$ cat src/rtl/eep_i2c_pkg.sv
package eep_i2c_pkg;
    localparam int BYTE_W   = 8;
    localparam int CNT_W    = 4;
    localparam int LAST_BIT = BYTE_W - 1;
    localparam int ACK_SLOT = BYTE_W;
    localparam int ACK_DONE = BYTE_W + 1;

    typedef enum logic [2:0] {
        ST_IDLE,
        ST_DEV,
        ST_ADDR,
        ST_WDATA,
        ST_RDATA
    } eep_state_e;
endpackage

$ cat src/rtl/eep_line_sampler.sv
module eep_line_sampler #(
    parameter int STAGES = 2
) (
    input  logic clk,
    input  logic rst_n,
    input  logic scl_i,
    input  logic sda_i,
    output logic scl_o,
    output logic sda_o,
    output logic rise_o,
    output logic fall_o,
    output logic start_o,
    output logic stop_o
);
    typedef struct packed {
        logic [STAGES-1:0] scl_sr;
        logic [STAGES-1:0] sda_sr;
        logic              scl_p;
        logic              sda_p;
    } smp_t;

    smp_t q, d;
    logic scl_s, sda_s;

    assign scl_s = q.scl_sr[STAGES-1];
    assign sda_s = q.sda_sr[STAGES-1];

    always_comb begin
        d        = q;
        d.scl_sr = {q.scl_sr[STAGES-2:0], scl_i};
        d.sda_sr = {q.sda_sr[STAGES-2:0], sda_i};
        d.scl_p  = scl_s;
        d.sda_p  = sda_s;
    end

    always_ff @(posedge clk or negedge rst_n) begin
        if (!rst_n) q <= '1;
        else        q <= d;
    end

    assign scl_o   = scl_s;
    assign sda_o   = sda_s;
    assign rise_o  = scl_s & ~q.scl_p;
    assign fall_o  = ~scl_s & q.scl_p;
    assign start_o = scl_s & q.scl_p & q.sda_p & ~sda_s;
    assign stop_o  = scl_s & q.scl_p & ~q.sda_p & sda_s;
endmodule

$ cat src/rtl/eep_proto_ctrl.sv
module eep_proto_ctrl
    import eep_i2c_pkg::*;
#(
    parameter int                 BLK_W     = 3,
    parameter logic [6-BLK_W:0]   TYPE_CODE = 4'b1010,
    localparam int                ADDR_W    = BLK_W + BYTE_W
) (
    input  logic              clk,
    input  logic              rst_n,
    input  logic              scl_s,
    input  logic              sda_s,
    input  logic              rise,
    input  logic              fall,
    input  logic              start,
    input  logic              stop,
    input  logic              wp_i,
    input  logic              busy_i,
    input  logic [BYTE_W-1:0] rd_data_i,
    output logic              sda_pull_o,
    output logic              ptr_load_o,
    output logic [ADDR_W-1:0] ptr_addr_o,
    output logic              ptr_inc_o,
    output logic              wr_strobe_o,
    output logic [BYTE_W-1:0] wr_data_o,
    output logic              commit_o
);
    typedef struct packed {
        eep_state_e        st;
        logic [CNT_W-1:0]  cnt;
        logic [BYTE_W-1:0] sh;
        logic [BYTE_W-1:0] tx;
        logic              pull;
        logic              ack;
        logic              rw;
        logic [BLK_W-1:0]  blk;
        logic              wrote;
        logic              load;
        logic [ADDR_W-1:0] addr;
        logic              wr;
        logic [BYTE_W-1:0] wdat;
        logic              inc;
        logic              commit;
    } ctl_t;

    ctl_t q, d;
    logic [BYTE_W-1:0] byte_in;

    assign byte_in = {q.sh[BYTE_W-2:0], sda_s};

    always_comb begin
        d        = q;
        d.load   = 1'b0;
        d.wr     = 1'b0;
        d.inc    = 1'b0;
        d.commit = 1'b0;
        if (start) begin
            d.st    = ST_DEV;
            d.cnt   = '0;
            d.pull  = 1'b0;
            d.ack   = 1'b0;
            d.wrote = 1'b0;
        end else if (stop) begin
            d.st     = ST_IDLE;
            d.pull   = 1'b0;
            d.commit = q.wrote;
            d.wrote  = 1'b0;
        end else if (q.st != ST_IDLE) begin
            if (rise) begin
                if (q.cnt < CNT_W'(ACK_SLOT)) begin
                    d.cnt = q.cnt + 1'b1;
                    d.sh  = byte_in;
                    if (q.cnt == CNT_W'(LAST_BIT)) begin
                        d.ack = 1'b0;
                        case (q.st)
                            ST_DEV: begin
                                if (byte_in[BYTE_W-1:BLK_W+1] == TYPE_CODE && !busy_i) begin
                                    d.ack = 1'b1;
                                    d.rw  = byte_in[0];
                                    d.blk = byte_in[BLK_W:1];
                                end else begin
                                    d.st = ST_IDLE;
                                end
                            end
                            ST_ADDR: begin
                                d.ack  = 1'b1;
                                d.load = 1'b1;
                                d.addr = {q.blk, byte_in};
                            end
                            ST_WDATA: begin
                                if (!wp_i) begin
                                    d.ack   = 1'b1;
                                    d.wr    = 1'b1;
                                    d.wdat  = byte_in;
                                    d.wrote = 1'b1;
                                end
                            end
                            default: d.inc = 1'b1;
                        endcase
                    end
                end else if (q.cnt == CNT_W'(ACK_SLOT)) begin
                    d.cnt = CNT_W'(ACK_DONE);
                    if (q.st == ST_RDATA) d.ack = ~sda_s;
                end
            end else if (fall) begin
                if (q.st == ST_RDATA) begin
                    if (q.cnt >= 1 && q.cnt <= CNT_W'(LAST_BIT)) begin
                        d.tx   = q.tx << 1;
                        d.pull = ~q.tx[BYTE_W-2];
                    end else if (q.cnt == CNT_W'(ACK_SLOT)) begin
                        d.pull = 1'b0;
                    end else if (q.cnt == CNT_W'(ACK_DONE)) begin
                        d.cnt = '0;
                        if (q.ack) begin
                            d.tx   = rd_data_i;
                            d.pull = ~rd_data_i[BYTE_W-1];
                        end else begin
                            d.st   = ST_IDLE;
                            d.pull = 1'b0;
                        end
                    end
                end else begin
                    if (q.cnt == CNT_W'(ACK_SLOT)) begin
                        d.pull = q.ack;
                    end else if (q.cnt == CNT_W'(ACK_DONE)) begin
                        d.pull = 1'b0;
                        d.cnt  = '0;
                        if (q.st == ST_DEV) begin
                            if (q.rw) begin
                                d.st   = ST_RDATA;
                                d.tx   = rd_data_i;
                                d.pull = ~rd_data_i[BYTE_W-1];
                            end else begin
                                d.st = ST_ADDR;
                            end
                        end else if (q.st == ST_ADDR) begin
                            d.st = ST_WDATA;
                        end
                    end
                end
            end
        end
    end

    always_ff @(posedge clk or negedge rst_n) begin
        if (!rst_n) begin
            q    <= '0;
            q.st <= ST_IDLE;
        end else begin
            q <= d;
        end
    end

    assign sda_pull_o  = q.pull;
    assign ptr_load_o  = q.load;
    assign ptr_addr_o  = q.addr;
    assign ptr_inc_o   = q.inc;
    assign wr_strobe_o = q.wr;
    assign wr_data_o   = q.wdat;
    assign commit_o    = q.commit;

    a_r1_single_strobe: assert property (@(posedge clk) disable iff (!rst_n)
        $onehot0({q.load, q.wr, q.inc, q.commit}));

    a_r5_load_from_addr_phase: assert property (@(posedge clk) disable iff (!rst_n)
        q.load |-> $past(q.st) == ST_ADDR);

    a_r6_write_only_unprotected: assert property (@(posedge clk) disable iff (!rst_n)
        q.wr |-> ($past(q.st) == ST_WDATA && !$past(wp_i)));

    a_r9_inc_only_reading: assert property (@(posedge clk) disable iff (!rst_n)
        q.inc |-> (q.st == ST_RDATA && q.rw));

    a_r10_idle_released: assert property (@(posedge clk) disable iff (!rst_n)
        q.st == ST_IDLE |-> !q.pull);

    a_r12_pull_steady_scl_high: assert property (@(posedge clk) disable iff (!rst_n)
        (scl_s && $past(scl_s)) |-> $stable(q.pull));
endmodule

$ cat src/rtl/eeprom_i2c_engine.sv
module eeprom_i2c_engine #(
    parameter int               SYNC_STAGES = 2,
    parameter int               BLK_W       = 3,
    parameter logic [6-BLK_W:0] TYPE_CODE   = 4'b1010,
    localparam int              ADDR_W      = BLK_W + 8
) (
    input  logic              clk,
    input  logic              rst_n,
    input  logic              scl_i,
    input  logic              sda_i,
    output logic              sda_pull_o,
    input  logic              wp_i,
    input  logic              busy_i,
    input  logic [7:0]        rd_data_i,
    output logic              ptr_load_o,
    output logic [ADDR_W-1:0] ptr_addr_o,
    output logic              ptr_inc_o,
    output logic              wr_strobe_o,
    output logic [7:0]        wr_data_o,
    output logic              commit_o
);
    logic scl_s, sda_s, rise, fall, start, stop;

    eep_line_sampler #(
        .STAGES (SYNC_STAGES)
    ) i_sampler (
        .clk     (clk),
        .rst_n   (rst_n),
        .scl_i   (scl_i),
        .sda_i   (sda_i),
        .scl_o   (scl_s),
        .sda_o   (sda_s),
        .rise_o  (rise),
        .fall_o  (fall),
        .start_o (start),
        .stop_o  (stop)
    );

    eep_proto_ctrl #(
        .BLK_W     (BLK_W),
        .TYPE_CODE (TYPE_CODE)
    ) i_ctrl (
        .clk         (clk),
        .rst_n       (rst_n),
        .scl_s       (scl_s),
        .sda_s       (sda_s),
        .rise        (rise),
        .fall        (fall),
        .start       (start),
        .stop        (stop),
        .wp_i        (wp_i),
        .busy_i      (busy_i),
        .rd_data_i   (rd_data_i),
        .sda_pull_o  (sda_pull_o),
        .ptr_load_o  (ptr_load_o),
        .ptr_addr_o  (ptr_addr_o),
        .ptr_inc_o   (ptr_inc_o),
        .wr_strobe_o (wr_strobe_o),
        .wr_data_o   (wr_data_o),
        .commit_o    (commit_o)
    );
endmodule

$ cat config.mk
export PLATFORM = sky130hd
export DESIGN_NAME = eeprom_i2c_engine
export DESIGN_NICKNAME = d
export VERILOG_FILES = /design/src/rtl/eep_i2c_pkg.sv /design/src/rtl/eep_line_sampler.sv /design/src/rtl/eep_proto_ctrl.sv /design/src/rtl/eeprom_i2c_engine.sv
export SDC_FILE = /design/constraint.sdc
export NUM_CORES = 1
export LEC_CHECK = 0
export BUFFER_PORTS_ARGS = -buffer_cell sky130_fd_sc_hd__buf_2
export CORE_MARGIN = 10
export CORE_UTILIZATION = 52
export DETAILED_ROUTE_END_ITERATION = 8
export PLACE_DENSITY = 0.84
export SYNTH_ARGS = -nofsm -noshare
export SYNTH_HDL_FRONTEND = slang
export SYNTH_SLANG_ARGS = --single-unit
$ cat constraint.sdc
create_clock -name clk -period 2 [get_ports clk]
set_input_delay 0.2 -clock clk [delete_from_list [all_inputs] [get_ports clk]]
set_output_delay 0.2 -clock clk [all_outputs]
set_load 0.01 [all_outputs]
==> reports/summary.txt <==
Via count - 2,266
Endpoints failing setup - 27
Max-cap viol count - 0
Cell internal pwr - 1.91 mW
Nets@finish - 343
Final Instance Area - 0.00390 mm2
Final HPWL DP - 4.75 mm
Worst Setup Path Type - flip-flop to flip-flop
Post-Synth Simple-Gate Area - 0.135
Root Driver - clkbuf_8
Pin count of the biggest net entering global routing - 58
Number of flops mapped to enable cells by yosys - 0
CP Data Required Time - 2.23 ns
Routed length per instance - 20.0 um
Final WS setup - -0.0938 ns
Post-synth ARST share - 1.00
XOR/XNOR Fraction of Synth Area - 0.00584
Pre-antenna DRT Iters - 4
PwrDens - 653 mW/mm2
Final std cells w/o fill - 399
Sw Ratio - 0.249
Synthesized Nets - 279
Largest family of logic cells by synthesized area - multiplexers
GP Congestion - 0.909
Status - finished, violations left
Post-Place Cells - 371
Fin Hold WS - 0.0930 ns
Comb pwr share - 0.074
Post-synthesis adder-cell area fraction - 0.0292
Die ar. - 0.00920 mm2
Clk_skew - 0.00703 ns
1st-iter DRT viols - 158
Routed wire length - 7.98 mm
Lkg Pwr - 1.92 nW
# clock sinks - 57
Mux share of post-synthesis cell area - 0.161
CP startpoint kind - flip-flop
Row cnt - 27
Max-slew violations - 0
Avg Synthesized Cell Area - 11.6 um2
Worst-path clk slew - 0.07 ns
Share of post-route cells with drive strength above 1 - 0.532
Post-synthesis sequential area ratio - 0.478
Total GRT Usage - 0.152
Antenna-violating nets left - 0
Placed instance area - 0.00337 mm2
Slew HR - 0.698
HP Class - input port to flip-flop
CORE AREA - 0.00554 mm2
Synthesis-to-layout area growth - 30.1%
Most frequent cells in the layout - 50 x dfrtp_1, 37 x buf_2, 36 x buf_4
Die span in y - 95.9 um
Synth warn - 0
Vias/cell - 5.68
Fmax - 478 MHz
Top FF cell, synth - dfrtp_1
Worst VDD drop - 0.000907 V
Antenna violations before repair - 0
CTS tree - built
Initial Utilization - 0.541
# diodes - 0
Psw - 0.633 mW
Cts bufs inserted - 9
Worst slew pin tran - 0.449 ns
Maximum fanout along the worst path - 5
Complex-gate fraction of the synthesized area - 0.105
Final hold violations - 0
Crit path DAT - 2.32 ns
Synthesized area - 0.00300 mm2
Setup WS pre-CTS - -0.151 ns
Vias in the first global route - 2,247
RSZ-0062 raised after global routing - yes
Clk pwr share - 0.455
Fin crit share - 1.05
Port buffer count - 37
Worst-Skew Late Latency - 0.34 ns
First-pass GRT wire length - 11.0 mm
Mapped Cells - 258
Grt total ovfl - 0
Chip width - 95.9 um
Number of distinct library cells after synthesis - 54
Most common cell after layout, fill and taps aside - dfrtp_1
Worst Setup End Kind - flip-flop
FF+latch count, synth - 57
Sequential Power Share - 0.470
Final worst path period need - 2.09 ns
H-tree depth - 3
Max Buffers Root-to-Sink - 2
Failing checks - negative setup slack
Drt drc - 0
IO Count - 38
critical path: stages (launching register included):
cell,delay (ns)
dfrtp_1,0.39
buf_6,0.11
buf_6,0.09
ha_4,0.13
and3b_2,0.23
nand2_4,0.07
nor4b_4,0.30
and2_4,0.21
buf_6,0.13
mux2_4,0.31
registers in the layout, indices dropped and copies added, names as in the netlist:
name and flops:
i_ctrl.byte_in 7, i_ctrl.commit_o 1, i_ctrl.ptr_addr_o 11, i_ctrl.ptr_inc_o 1, i_ctrl.ptr_load_o 1, i_ctrl.q 20
i_ctrl.sda_pull_o 1, i_ctrl.wr_data_o 8, i_ctrl.wr_strobe_o 1, i_sampler.d 2, i_sampler.q 2, i_sampler.scl_o 1
i_sampler.sda_o 1
final cells by class:
| type | instances | area (um2) |
|---|---|---|
| Fill cell | 389 | 1640 |
| Multi-Input combinational cell | 159 | 1520 |
| Sequential cell | 57 | 1440 |
| Timing Repair Buffer | 85 | 604 |
| Clock buffer | 11 | 151 |
| Tap cell | 72 | 90.1 |
| Clock inverter | 5 | 62.6 |
| Inverter | 10 | 37.5 |
per-layer routing:
| layer | global-route usage | part of all wire | up-vias |
|---|---|---|---|
| met5 | 0 | 0 | - |
| met4 | 0.0577 | 0.021 | 0 |
| met3 | 0.0630 | 0.060 | 18 |
| met2 | 0.239 | 0.51 | 87 |
| li1 | - | - | 1030 |
| met1 | 0.184 | 0.41 | 1131 |
power groups by stage:
| stage | clock [mW] | combinational (mW) | sequential, mW |
|---|---|---|---|
| 2_1_floorplan | 0 | 0.0786 | 1.21 |
| 3_3_place_gp | 0 | 0.157 | 1.21 |
| 3_5_place_dp | 0 | 0.161 | 1.22 |
| 4_1_cts | 1.15 | 0.171 | 1.19 |
| 5_1_grt | 1.23 | 0.203 | 1.20 |
| 6_report | 1.16 | 0.190 | 1.20 |
synth_stat cells, drive strengths merged, types with 4 or more instances:
master	instances	area, um2
nand2b	4	25.0
nand3	4	20.0
dfstp	6	158
nor2b	7	43.8
o21ai	6	30.0
nor3	5	41.3
a21oi	12	60.1
ha	7	87.6
nand2	9	33.8
nor2	11	41.3
a22o	8	70.1
mux2	39	462
inv	10	37.5
buf	29	209
dfrtp	51	1280
final timing paths:
kind                           startpoint                  end  slack, ns  cells past startpoint
max                          i_ctrl.q[47]  i_ctrl.wr_data_o[2]      -0.09                      9
min                          rd_data_i[0]         i_ctrl.q[30]       0.09                      3
max reg2reg                  i_ctrl.q[47]  i_ctrl.wr_data_o[2]      -0.09                      9
min reg2reg                i_sampler.d[5]      i_sampler.scl_o       0.36                      0
max in group asynchronous           rst_n       i_sampler.q[1]       1.33                      3
min in group asynchronous           rst_n         i_ctrl.q[24]       0.37                      3
through the flow:
step / power [mW] / TNS, ns / utilization
floorplan: 1.29 / -0.534 / -
finish: 2.55 / -1.57 / 0.704
CTS: 2.52 / -0.961 / 0.661
global route: 2.63 / -3.33 / 0.704
global placement: 1.37 / -0.642 / 0.609
detailed placement: 1.38 / -1.64 / 0.609
cells by family (layout without fill, tap and decap cells):
| kind of cell | count (synthesis) | count (layout) |
|---|---|---|
| adder cells (fa/ha/maj) | 7 | 7 |
| buffers and inverters | 42 | 111 |
| multiplexers | 41 | 41 |
| AO/OA/AOI/OAI | 45 | 45 |
| flip-flops | 57 | 57 |
| XOR/XNOR | 2 | 2 |
| AND/OR/NAND/NOR | 64 | 64 |
what timing repair did:
action,4_1_cts,5_1_grt
hold endpoints to repair,53,0
hold buffers,3,0
resized for setup,9,45
setup buffers,3,6
pin swaps,4,7
setup endpoints to repair,23,35
(Power assumes the default switching activity.)
